**config.mk**
```make
export PLATFORM = sky130hd
export DESIGN_NAME = uart_idx_regs
export DESIGN_NICKNAME = d
export VERILOG_FILES = /design/src/rtl/uart_idx_pkg.sv /design/src/rtl/uart_idx_decode.sv /design/src/rtl/uart_idx_bank.sv /design/src/rtl/uart_idx_rdmux.sv /design/src/rtl/uart_idx_regs.sv
export SDC_FILE = /design/constraint.sdc
export NUM_CORES = 1
export LEC_CHECK = 0
export ABC_AREA = 1
export BUFFER_PORTS_ARGS = -buffer_cell sky130_fd_sc_hd__buf_2
export CAP_MARGIN = 20
export CORE_AREA = 2 2 173 175
export CTS_CLUSTER_DIAMETER = 200
export DETAILED_ROUTE_END_ITERATION = 8
export DIE_AREA = 0 0 175 177
export HOLD_SLACK_MARGIN = 0.1
export PLACE_DENSITY = 0.59
export SYNTH_ARGS = -nofsm -noshare
export SYNTH_HDL_FRONTEND = slang
export SYNTH_SLANG_ARGS = --single-unit
export TNS_END_PERCENT = 5
```
**constraint.sdc**
```tcl
create_clock -name clk -period 3.9 [get_ports clk]
set_input_delay 0.39 -clock clk [delete_from_list [all_inputs] [get_ports clk]]
set_output_delay 0.39 -clock clk [all_outputs]
set_load 0.02 [all_outputs]
```
**src/rtl/uart_idx_pkg.sv**
```systemverilog
package uart_idx_pkg;

    typedef enum logic [2:0] {
        SEL_NONE,
        SEL_LCR,
        SEL_SPR,
        SEL_IDX,
        SEL_ENH
    } reg_sel_e;

endpackage

```
**src/rtl/uart_idx_decode.sv**
```systemverilog
module uart_idx_decode
    import uart_idx_pkg::*;
#(
    parameter int              AW    = 3,
    parameter int              DW    = 8,
    parameter logic [AW-1:0]   A_LCR = 3'd3,
    parameter logic [AW-1:0]   A_IDX = 3'd5,
    parameter logic [AW-1:0]   A_SPR = 3'd7,
    parameter logic [DW-1:0]   KEY   = 8'hBF
) (
    input  logic [AW-1:0] addr_i,
    input  logic [DW-1:0] lcr_i,
    output reg_sel_e      sel_o
);

    always_comb begin
        if (addr_i == A_LCR) begin
            sel_o = SEL_LCR;
        end else if (lcr_i == KEY) begin
            sel_o = SEL_ENH;
        end else if (addr_i == A_SPR) begin
            sel_o = SEL_SPR;
        end else if (addr_i == A_IDX) begin
            sel_o = SEL_IDX;
        end else begin
            sel_o = SEL_NONE;
        end
    end

endmodule

```
**src/rtl/uart_idx_bank.sv**
```systemverilog
module uart_idx_bank #(
    parameter int DW       = 8,
    parameter int NUM_ICR  = 16,
    parameter int NUM_ASR  = 4,
    parameter int ASR_BASE = 16,
    parameter int RD_BIT   = 6,
    parameter int ST_BIT   = 7
) (
    input  logic                   clk,
    input  logic                   rst_n,
    input  logic                   we_i,
    input  logic [DW-1:0]          off_i,
    input  logic [DW-1:0]          wdata_i,
    input  logic [NUM_ASR*DW-1:0]  stat_i,
    output logic [DW-1:0]          rd_val_o,
    output logic [NUM_ICR*DW-1:0]  icr_o
);

    localparam int            IW      = $clog2(NUM_ICR);
    localparam int            SW      = $clog2(NUM_ASR);
    localparam logic [DW-1:0] ICR_LIM = DW'(NUM_ICR);
    localparam logic [DW-1:0] ASR_LO  = DW'(ASR_BASE);
    localparam logic [DW-1:0] ASR_HI  = DW'(ASR_BASE + NUM_ASR);

    logic [NUM_ICR-1:0][DW-1:0] icr_d, icr_q;
    logic                       in_icr, in_asr, rd_en, st_en;
    logic [DW-1:0]              asr_off;
    logic [IW-1:0]              icr_idx;
    logic [SW-1:0]              asr_idx;

    always_comb begin
        in_icr  = (off_i < ICR_LIM);
        in_asr  = (off_i >= ASR_LO) && (off_i < ASR_HI);
        asr_off = off_i - ASR_LO;
        icr_idx = off_i[IW-1:0];
        asr_idx = asr_off[SW-1:0];
        rd_en   = icr_q[0][RD_BIT];
        st_en   = icr_q[0][ST_BIT];

        icr_d = icr_q;
        if (we_i && in_icr) begin
            icr_d[icr_idx] = wdata_i;
        end

        if (st_en && in_asr) begin
            rd_val_o = stat_i[asr_idx*DW +: DW];
        end else if (!rd_en) begin
            rd_val_o = off_i;
        end else if (in_icr) begin
            rd_val_o = icr_q[icr_idx];
        end else begin
            rd_val_o = '0;
        end
    end

    always_ff @(posedge clk or negedge rst_n) begin
        if (!rst_n) begin
            icr_q <= '0;
        end else begin
            icr_q <= icr_d;
        end
    end

    for (genvar g = 0; g < NUM_ICR; g++) begin : g_flat
        assign icr_o[g*DW +: DW] = icr_q[g];
    end

    // a write in range lands in the addressed byte
    p_icr_write_r4: assert property (@(posedge clk) disable iff (!rst_n)
        (we_i && in_icr) |=> (icr_q[$past(icr_idx)] == $past(wdata_i)));

    // writes aimed at status offsets leave the bank untouched
    p_status_ro_r8: assert property (@(posedge clk) disable iff (!rst_n)
        (we_i && in_asr) |=> $stable(icr_q));

endmodule

```
**src/rtl/uart_idx_rdmux.sv**
```systemverilog
module uart_idx_rdmux
    import uart_idx_pkg::*;
#(
    parameter int DW = 8
) (
    input  reg_sel_e      sel_i,
    input  logic [DW-1:0] lcr_i,
    input  logic [DW-1:0] spr_i,
    input  logic [DW-1:0] enh_i,
    input  logic [DW-1:0] idx_i,
    output logic [DW-1:0] rd_o
);

    always_comb begin
        unique case (sel_i)
            SEL_LCR: rd_o = lcr_i;
            SEL_SPR: rd_o = spr_i;
            SEL_ENH: rd_o = enh_i;
            SEL_IDX: rd_o = idx_i;
            default: rd_o = '0;
        endcase
    end

endmodule

```
**src/rtl/uart_idx_regs.sv**
```systemverilog
module uart_idx_regs
    import uart_idx_pkg::*;
#(
    parameter int            AW       = 3,
    parameter int            DW       = 8,
    parameter int            NUM_ICR  = 16,
    parameter int            NUM_ASR  = 4,
    parameter int            ASR_BASE = 16,
    parameter int            RD_BIT   = 6,
    parameter int            ST_BIT   = 7,
    parameter logic [AW-1:0] A_LCR    = 3'd3,
    parameter logic [AW-1:0] A_IDX    = 3'd5,
    parameter logic [AW-1:0] A_SPR    = 3'd7,
    parameter logic [DW-1:0] KEY      = 8'hBF
) (
    input  logic                  clk,
    input  logic                  rst_n,
    input  logic [AW-1:0]         addr_i,
    input  logic                  wr_i,
    input  logic                  rd_i,
    input  logic [DW-1:0]         wdata_i,
    input  logic [NUM_ASR*DW-1:0] stat_i,
    output logic [DW-1:0]         rdata_o,
    output logic [DW-1:0]         lcr_o,
    output logic [NUM_ICR*DW-1:0] icr_o
);

    localparam int NUM_ENH = 2 ** AW;

    typedef struct packed {
        logic [DW-1:0]              lcr;
        logic [DW-1:0]              spr;
        logic [NUM_ENH-1:0][DW-1:0] enh;
        logic [DW-1:0]              rdata;
    } state_t;

    state_t        st_d, st_q;
    reg_sel_e      sel;
    logic [DW-1:0] idx_val, rd_next, enh_val;
    logic          idx_we;

    uart_idx_decode #(
        .AW(AW), .DW(DW), .A_LCR(A_LCR), .A_IDX(A_IDX), .A_SPR(A_SPR), .KEY(KEY)
    ) u_decode (
        .addr_i (addr_i),
        .lcr_i  (st_q.lcr),
        .sel_o  (sel)
    );

    assign idx_we  = wr_i && (sel == SEL_IDX);
    assign enh_val = st_q.enh[addr_i];

    uart_idx_bank #(
        .DW(DW), .NUM_ICR(NUM_ICR), .NUM_ASR(NUM_ASR), .ASR_BASE(ASR_BASE),
        .RD_BIT(RD_BIT), .ST_BIT(ST_BIT)
    ) u_bank (
        .clk      (clk),
        .rst_n    (rst_n),
        .we_i     (idx_we),
        .off_i    (st_q.spr),
        .wdata_i  (wdata_i),
        .stat_i   (stat_i),
        .rd_val_o (idx_val),
        .icr_o    (icr_o)
    );

    uart_idx_rdmux #(.DW(DW)) u_rdmux (
        .sel_i (sel),
        .lcr_i (st_q.lcr),
        .spr_i (st_q.spr),
        .enh_i (enh_val),
        .idx_i (idx_val),
        .rd_o  (rd_next)
    );

    always_comb begin
        st_d = st_q;
        if (wr_i) begin
            unique case (sel)
                SEL_LCR: st_d.lcr = wdata_i;
                SEL_SPR: st_d.spr = wdata_i;
                SEL_ENH: st_d.enh[addr_i] = wdata_i;
                default: ;
            endcase
        end
        if (rd_i) begin
            st_d.rdata = rd_next;
        end
    end

    always_ff @(posedge clk or negedge rst_n) begin
        if (!rst_n) begin
            st_q <= '0;
        end else begin
            st_q <= st_d;
        end
    end

    assign rdata_o = st_q.rdata;
    assign lcr_o   = st_q.lcr;

    // the line control location always takes the written byte
    p_lcr_write_r2: assert property (@(posedge clk) disable iff (!rst_n)
        (wr_i && addr_i == A_LCR) |=> (lcr_o == $past(wdata_i)));

    // index writes at out-of-range offsets leave the bank alone
    p_idx_oob_r5: assert property (@(posedge clk) disable iff (!rst_n)
        (wr_i && addr_i == A_IDX && lcr_o != KEY && st_q.spr >= DW'(NUM_ICR))
        |=> $stable(icr_o));

    // enhanced-mode writes never reach scratchpad or indexed bank
    p_enh_isolated_r9: assert property (@(posedge clk) disable iff (!rst_n)
        (wr_i && lcr_o == KEY && addr_i != A_LCR)
        |=> ($stable(st_q.spr) && $stable(icr_o)));

    // read data holds without a read strobe
    p_rdata_hold_r11: assert property (@(posedge clk) disable iff (!rst_n)
        !rd_i |=> $stable(rdata_o));

endmodule

```
# Yosys cells after proc, flatten, opt, wreduce, memory -nomap -nowiden
# Index checks and enable logic that the tools add are counted.
[totals] regBits=216 output_inout_bits=144 word_cells=71
[classes] n_addsub=1 n_lt_le_gt_ge=7 n_eq_ne=8 shifts=1 n_mux=18 n_reduce_logical=9
[ops] operator="$bwmux W128" n=1
[ops] operator="$bwmux W64" n=1
[ops] operator="$mux W8" n=7
[ops] operator="$bmux W8 S4" n=1
[ops] operator="$demux W8 S4" n=1
[ops] operator="$pmux W8 S4" n=1
[ops] operator="$shiftx A32 B6 Y8" n=1
[ops] operator="$bmux W8 S3" n=1
[ops] operator="$demux W8 S3" n=1
[ops] operator="$lt A8 B5 Y1 const B" n=2
[ops] operator="$eq A3 B2 Y1 const B" n=3
[ops] operator="$eq A3 B3 Y1 const B" n=3
[ops] operator="$mux W3" n=3
[ops] operator="$eq A8 B8 Y1 const B" n=1
[ops] operator="$ge A8 B5 Y1 const B" n=1
[ops] operator="$logic_and A1 B1 Y1" n=6
[ops] operator="$reduce_and A2 Y1" n=3
[ops] operator="$lt A4 B5 Y1 const B" n=1
[ops] operator="$ge A4 B1 Y1 const B" n=1
[ops] operator="$lt A3 B4 Y1 const B" n=1
[ops] operator="$eq A3 B1 Y1 const B" n=1
[ops] operator="$ge A3 B1 Y1 const B" n=1
[ops] operator="$mux W2" n=1
[ops] operator="$sub A2 B1 Y2 const B" n=1

# Logic depth before layout (Yosys ltp)
# Gate-level depths: netlist of the first run.
[depth] depth_word=8 ltp_mapped=15

# By module
# Synthesis of the first run repeated with hierarchy kept, for this count alone.
[hier_totals] cells_unflattened=1500 hier_area_um2=11215.8
[by_module_without_submodules] mod="uart_idx_bank" instances=1 cells_per_inst=827 area_per_inst_um2=6287.3
[by_module_without_submodules] mod="uart_idx_regs" instances=1 cells_per_inst=573 area_per_inst_um2=4350.4
[by_module_without_submodules] mod="uart_idx_rdmux" instances=1 cells_per_inst=84 area_per_inst_um2=499.2
[by_module_without_submodules] mod="uart_idx_decode" instances=1 cells_per_inst=16 area_per_inst_um2=78.8

# Worst setup path before layout of the first run
# Ideal clock, no wire load.
[synth_timing] path_type="reg2reg" from="register st_q[78] (netlist name)" to="register u_bank.icr_q (netlist bit u_bank.icr_o[13])" setup_ns=0.129 arrival_ns=1.609 required_ns=3.771 setup_slack_ns=2.162 stages_incl_launch_ff=10 period_less_slack_ns=1.738 path_cell_list="dfrtp_1 -> nor2_1 -> nand2_1 -> nor2_1 -> nand3_4 -> nor3_4 -> nand2_4 -> buf_6 -> nand2_1 -> o21ai_2"
[synth_between] elab_chain_len=2
[synth_lines] item="start: declaration" line="uart_idx_regs.sv:37" source="state_t st_d, st_q;"
[synth_lines] item="start signal: assignment" line="uart_idx_regs.sv:95" source="st_q <= st_d;"
[synth_lines] item="$lt A8 B5 Y1" line="uart_idx_bank.sv:32" source="in_icr = (off_i < ICR_LIM);"
[synth_lines] item="$logic_and A1 B1 Y1" line="uart_idx_bank.sv:41" source="if (we_i && in_icr) begin"
[synth_lines] item="end signal: assignment" line="uart_idx_bank.sv:60" source="icr_q <= icr_d;"
[synth_lines] item="end: declaration" line="uart_idx_bank.sv:25" source="logic [NUM_ICR-1:0][DW-1:0] icr_d, icr_q;"
# No other way between the ends.
# A chain may end at the register's enable or synchronous reset.

# Worst setup path in the final report of the first run
[layout_timing] from="register st_q[72] (netlist name)" to="register st_q (netlist bit rdata_o[1])"
[layout_between] elab_chain_len=6
[layout_lines] item="parallel branches: the longest is 4 deep, another holds $sub A2 B1 Y2"
[layout_lines] item="$mux W8 (*)" line="uart_idx_bank.sv:45" source="if (st_en && in_asr) begin"
[layout_lines] item="$pmux W8 S4 (*)" line="uart_idx_rdmux.sv:15" source="unique case (sel_i)"
# Mark *: on every way between the ends. The select of a mux whose other input is x is not followed.

==> summary.md, run 1 <==
| Metric | Value |
|---|---|
| Status | complete, no violations |
| Routability cong. | 0.8994 |
| Most frequent cells in the layout | nand2_1, dfrtp_1, buf_2 |
| Io pins | 191 |
| Antenna fix cells | 0 |
| Final worst path period need | 2.469 ns |
| Pwr dens | 499.3 nW/um2 |
| Register area share after synthesis | 51.48% |
| Largest net degree at the start of global routing | 99 |
| Synth Cell Area | 10110 um2 |
| Worst vdd ir | 258.6 uV |
| Crit path capture type | register |
| Netlist cell types | 28 |
| Via/cell ratio | 4.997 |
| Chip height | 177 um |
| Final setup TNS | 0 ns |
| Placed Area | 11310 um2 |
| Cts bufs inserted | 24 |
| First-pass DRT Iterations | 7 |
| Vias in the first global route | 8796 |
| Final Hold Fails | 0 |
| Final clock skew | 0.02037 ns |
| Max_slew headroom | 23.71% |
| WL/cell | 17.93 um |
| Final wirelength | 33690 um |
| Congestion Overflow GR | 0 |
| Initial core utilization | 34.57% |
| Area added between synthesis and finish | 21.01% |
| 1st-iter DRT viols | 729 |
| Lkg Pwr | 6.580 nW |
| Setup violators final | 0 |
| Hold Path Class | in2reg |
| Antenna viol nets, final | 0 |
| Number of synthesized flops with an enable pin | 0 |
| Cell count after synthesis | 1329 |
| Port bufs | 190 |
| Seq cells post-synth | 208 |
| Yosys Warn Count | 0 |
| Post-CTS sizing | 0 |
| Die width | 175 um |
| Tcrit/Tclk final | 63.32% |
| Clk pin slew, worst setup/hold paths | 0.07 ns |
| FP Rows | 63 |
| Crit path required time | 4.31 ns |
| RSZ-0062 raised after global routing | no |
| Nets | 1518 |
| Clk buf depth | 3 |
| CP Max Fanout | 49 |
| CTS tree | done |
| DRC Markers | 0 |
| Max Slew Vio Count | 0 |
| Critical path launch point type | register |
| Layout cells sized above 1 | 18.67% |
| Synthesized area per cell | 7.608 um2 |
| Global-route wire length before repair | 52360 um |
| CTS H-tree lvls | 1 |
| GRT Overall Usage | 21.71% |
| Cell area after layout | 12240 um2 |
| Initial antenna violation count | 1 |
| Core ar. | 29240 um2 |
| Final setup margin | 1.431 ns |
| Number of setup buffers added after CTS | 0 |
| Clock Sinks | 208 |
| Fmax | 405.0 MHz |
| Clock root cell | clkbuf_16 |
| Clk Latency, worst-skew pair | 0.53 ns |
| Tightest Pin Transition | 1.143 ns |
| Syn Nets | 1376 |
| Fin util | 41.84% |
| Max Cap Viol | 0 |
| Full die area | 30980 um2 |
| Commonest non-fill, non-tap cell in the layout | nand2_1 |
| Critical path arrival | 2.88 ns |
| Detail Placement HPWL | 23510 um |
| Cts hold-fix bufs | 1 |
| Pre-CTS WS | 1.525 ns |
| Total number of vias | 9389 |
| Post-synth ARST share | 100.0% |
| Main synth FF type | dfrtp_1 |
| Critical path class | reg2reg |
## metrics by stage
step                      power (mW)  hold slack [ns]  cells
after floorplan                3.126          0.09441   1329
after CTS                      6.134           0.1704   1879
after global placement         3.524           0.4648   1830
after detailed placement       3.544           0.4735   1834
final                          6.109           0.1917   1879
after global routing           6.366           0.1943   1879
## report_power, final
group | switching (mW) | leakage (nW) | internal [mW]
Clock | 0.937 | 0.436 | 1.66
Sequential | 0.166 | 2.86 | 2.30
Combinational | 0.749 | 3.29 | 0.296
Total | 1.85 | 6.58 | 4.26
## final cells by class
cell class / count / area [um2]
Fill cell: 2976 / 17010
Sequential cell: 208 / 5206
Multi-Input combinational cell: 988 / 4290
Timing Repair Buffer: 203 / 1157
Clock buffer: 31 / 656.9
Tap cell: 390 / 488.0
Clock inverter: 13 / 262.8
Inverter: 46 / 173.9
## per-layer routing
| layer | vias up | track usage [%] | share of wire (%) |
|---|---|---|---|
| met5 | - | 0 | 0.027 |
| met4 | 2 | 4.479 | 1.6 |
| met3 | 43 | 4.016 | 7.2 |
| met2 | 371 | 33.19 | 44 |
| met1 | 4451 | 32.14 | 47 |
| li1 | 4522 | - | - |
## flip-flops by register name (all words and copies together), names as in the netlist
signal,count
u_bank.icr_o,128
st_q,64
lcr_o,8
rdata_o,8
## synth_stat cells, types with 4 or more instances
| cell | instances | share of area (%) |
|---|---|---|
| o221ai_1 | 8 | 0.69 |
| clkbuf_1 | 46 | 1.7 |
| o21ai_2 | 17 | 1.5 |
| nand2_4 | 5 | 0.56 |
| o21ai_0 | 165 | 8.2 |
| buf_4 | 17 | 1.3 |
| buf_2 | 17 | 0.84 |
| nand2_1 | 640 | 24 |
| inv_2 | 4 | 0.15 |
| nand3_1 | 12 | 0.59 |
| buf_6 | 4 | 0.45 |
| a21oi_1 | 18 | 0.89 |
| inv_1 | 39 | 1.4 |
| o22ai_1 | 18 | 1.1 |
| dfrtp_1 | 208 | 51 |
| o21ai_1 | 40 | 2.0 |
| nor2_1 | 51 | 1.9 |
## path summary, 6_finish.rpt
kind                                 start          endpoint  slack [ns]  cells after the start
min in group asynchronous            rst_n  u_bank.icr_o[98]        0.53                      2
worst min-delay path                  rd_i        rdata_o[6]        0.19                      3
worst max register to register    st_q[72]        rdata_o[1]        1.43                     14
worst max-delay path              st_q[72]        rdata_o[1]        1.43                     14
max in group asynchronous            rst_n          lcr_o[2]        2.28                      3
worst min register to register  rdata_o[6]        rdata_o[6]        0.49                      2
## cell families (layout without fill, tap and decap cells)
logic type             after synthesis  count (layout)  share of synthesized area, %
buffers and inverters              133             293                         6.088
AOI/OAI and AO/OA                  267             267                         14.40
DFF                                208             208                         51.48
and+or+nand+nor                    721             721                         28.03
## worst max-delay path, cell delays in order, from the launching register on
cell and delay, ns:
dfrtp_2 0.66, inv_2 0.33, buf_12 0.28, nand2_1 0.09
nand2_1 0.05, nand2_1 0.05, nand2_1 0.08, nand2_1 0.08
nand2_1 0.07, o21ai_0 0.29, nand2_1 0.10, nand2_1 0.07
nand2_1 0.05, nand2_1 0.06, nand2_1 0.05
Power figures use the tool's default switching activity.
==> run 2, diff against run 1 <==
--- a/config.mk
+++ b/config.mk
@@ -13,7 +13,7 @@
 export DETAILED_ROUTE_END_ITERATION = 8
 export DIE_AREA = 0 0 175 177
 export HOLD_SLACK_MARGIN = 0.1
-export PLACE_DENSITY = 0.59
+export PLACE_DENSITY = 0.61
 export SYNTH_ARGS = -nofsm -noshare
 export SYNTH_HDL_FRONTEND = slang
 export SYNTH_SLANG_ARGS = --single-unit
==> constraint.sdc (replaced) <==
create_clock -name clk -period 2.1 [get_ports clk]
set_input_delay 0.21 -clock clk [delete_from_list [all_inputs] [get_ports clk]]
set_output_delay 0.21 -clock clk [all_outputs]
set_load 0.02 [all_outputs]
==> run 2 against run 1 <==
Compared with the run above:
- critical path depth decreased by 7
- utilization increased by 0.76 points
- sequential power increased by 83%
- critical path type unchanged
- critical endpoint is now u_bank.icr_o[125]
- largest power group unchanged
- highest routed layer is now met4
==> summary.md, run 2 (synthesis gave the netlist of run 1 again) <==
| Metric | Value |
|---|---|
| Status | complete, no violations |
| Max FFs per register | 128 |
| 1st-iter DRT viols | 814 |
| Vias in the first global route | 8857 |
| Antenna fix cells | 0 |
| Worst-case reg-to-reg path depth | 7 |
| CP Max Fanout | 51 |
| CTS H-tree lvls | 1 |
| Final setup TNS | 0 ns |
| Tcrit/Tclk final | 96.46% |
| Nets | 1557 |
| Multi-input gate area | 4298 um2 |
| Setup violators final | 0 |
| Worst hold margin | 0.2267 ns |
| RSZ-0062 raised after global routing | yes |
| Port bufs | 190 |
| CP max stage delay | 0.44 ns |
| Most frequent cells in the layout | nand2_1, dfrtp_1, buf_2 |
| Pwr dens | 899.0 nW/um2 |
| Critical path's most frequent cell | nand2_1 |
| Layout cells sized above 1 | 20.94% |
| Total number of vias | 9509 |
| Largest net degree at the start of global routing | 64 |
| Clk Latency, worst-skew pair | 0.52 ns |
| FP Rows | 63 |
| Area added between synthesis and finish | 23.21% |
| Congestion Overflow GR | 0 |
| First-pass DRT Iterations | 5 |
| Clk buf depth | 3 |
| Initial core utilization | 34.57% |
| Clock root cell | clkbuf_16 |
| Final clock skew | 0.02580 ns |
| Critical path class | reg2reg |
| Final Hold Fails | 0 |
| Final worst path period need | 2.026 ns |
| Detail Placement HPWL | 22750 um |
| Antenna viol nets, final | 0 |
| Final setup margin | 0.07438 ns |
| Initial antenna violation count | 0 |
| Global-route wire length before repair | 51410 um |
| Fin cells | 1918 |
| Io pins | 191 |
| Tightest Pin Transition | 0.5343 ns |
| CP Depth | 7 |
| Critical path buffers and inverters | 2 |
| Hold Path Class | in2async |
| Lkg Pwr | 6.746 nW |
| Die width | 175 um |
| Worst path cell trace | buf_12 -> nand2_1 -> nor2_2 -> nand2_1 -> buf_4 -> nand2_1 -> o21ai_0 |
| Commonest non-fill, non-tap cell in the layout | nand2_1 |
| Placed Area | 11560 um2 |
| Final wirelength | 33100 um |
| Clock Sinks | 208 |
| Core ar. | 29240 um2 |
| Crit path capture type | register |
| Crit path required time | 2.47 ns |
| Cts bufs inserted | 24 |
| Clk pin slew, worst setup/hold paths | 0.06 ns |
| Via/cell ratio | 4.958 |
| Placed Cells | 1872 |
| Fmax | 493.7 MHz |
| Critical path launch point type | register |
| Number of fill cells | 3028 |
| Critical path arrival | 2.39 ns |
| Pre-CTS WS | 0.08224 ns |
| Critical-path top delay cell | nor2_2 |
| Number of setup buffers added after CTS | 0 |
| Max Cap Viol | 0 |
| Max_slew headroom | 64.25% |
| Max Slew Vio Count | 0 |
| Worst vdd ir | 446.7 uV |
| CTS tree | done |
| Routability cong. | 0.8536 |
| DRC Markers | 0 |
| WL/cell | 17.26 um |
| GRT Overall Usage | 21.17% |
| Chip height | 177 um |
| Final Power | 11.20 mW |
| Fin util | 42.60% |
| CP top delay family | simple AND/OR/NAND/NOR gates |
| Register area | 5206 um2 |
| Cell area after layout | 12460 um2 |
| Full die area | 30980 um2 |
-- run 2: cell count changes in the layout (fill, tap and decap cells not counted), sizes merged --
cell | previous run | this run
dlygate4sd3 | 1 | 2
clkinv | 6 | 10
bufinv | 7 | 5
clkinvlp | 3 | 1
buf | 201 | 239
-- run 2: cell type report --
type | count | area share [%]
flip-flops and latches | 208 | 41.79
multi-input cells | 988 | 34.50
repair buffers | 242 | 11.41
clock buffers | 31 | 5.443
well taps | 390 | 3.917
clock inverters | 13 | 1.547
inverters | 46 | 1.396
-- run 2: path summary, 6_finish.rpt --
| path | startpoint | endpoint | slack (ns) |
|---|---|---|---|
| setup reg to reg | st_q[72] | u_bank.icr_o[125] | 0.07 |
| setup / recovery | st_q[72] | u_bank.icr_o[125] | 0.07 |
| max in group asynchronous | rst_n | u_bank.icr_o[53] | 1.16 |
| hold / removal | rst_n | u_bank.icr_o[100] | 0.23 |
| min in group clk | wdata_i[7] | u_bank.icr_o[15] | 0.23 |
| hold reg to reg | rdata_o[5] | rdata_o[5] | 0.48 |
-- run 2: what timing repair did --
action                                  in CTS  in global routing
endpoints found under the setup margin       0                 44
endpoints found under the hold margin      162                  0
resized for setup                            0                  7
hold buffers                                 2                  0
-- run 2: power breakdown --
part,total (mW),switching (mW),internal (mW)
Combinational,2.12,1.46,0.653
Clock,4.57,1.68,2.89
Sequential,4.52,0.242,4.28
-- run 2: metal layers --
layer  global-route usage [%]  vias up  share of wire, %
met5                        0        -                 0
met4                    5.035        0               1.8
met3                    3.930       45               8.1
met2                    31.72      359                43
met1                    31.62     4490                47
li1                         -     4615                 -
-- run 2: worst reg2reg max path, stage by stage, from the launching register on --
cell	delay, ns
dfrtp_2	0.40
buf_12	0.27
nand2_1	0.30
nor2_2	0.44
nand2_1	0.12
buf_4	0.21
nand2_1	0.08
o21ai_0	0.07
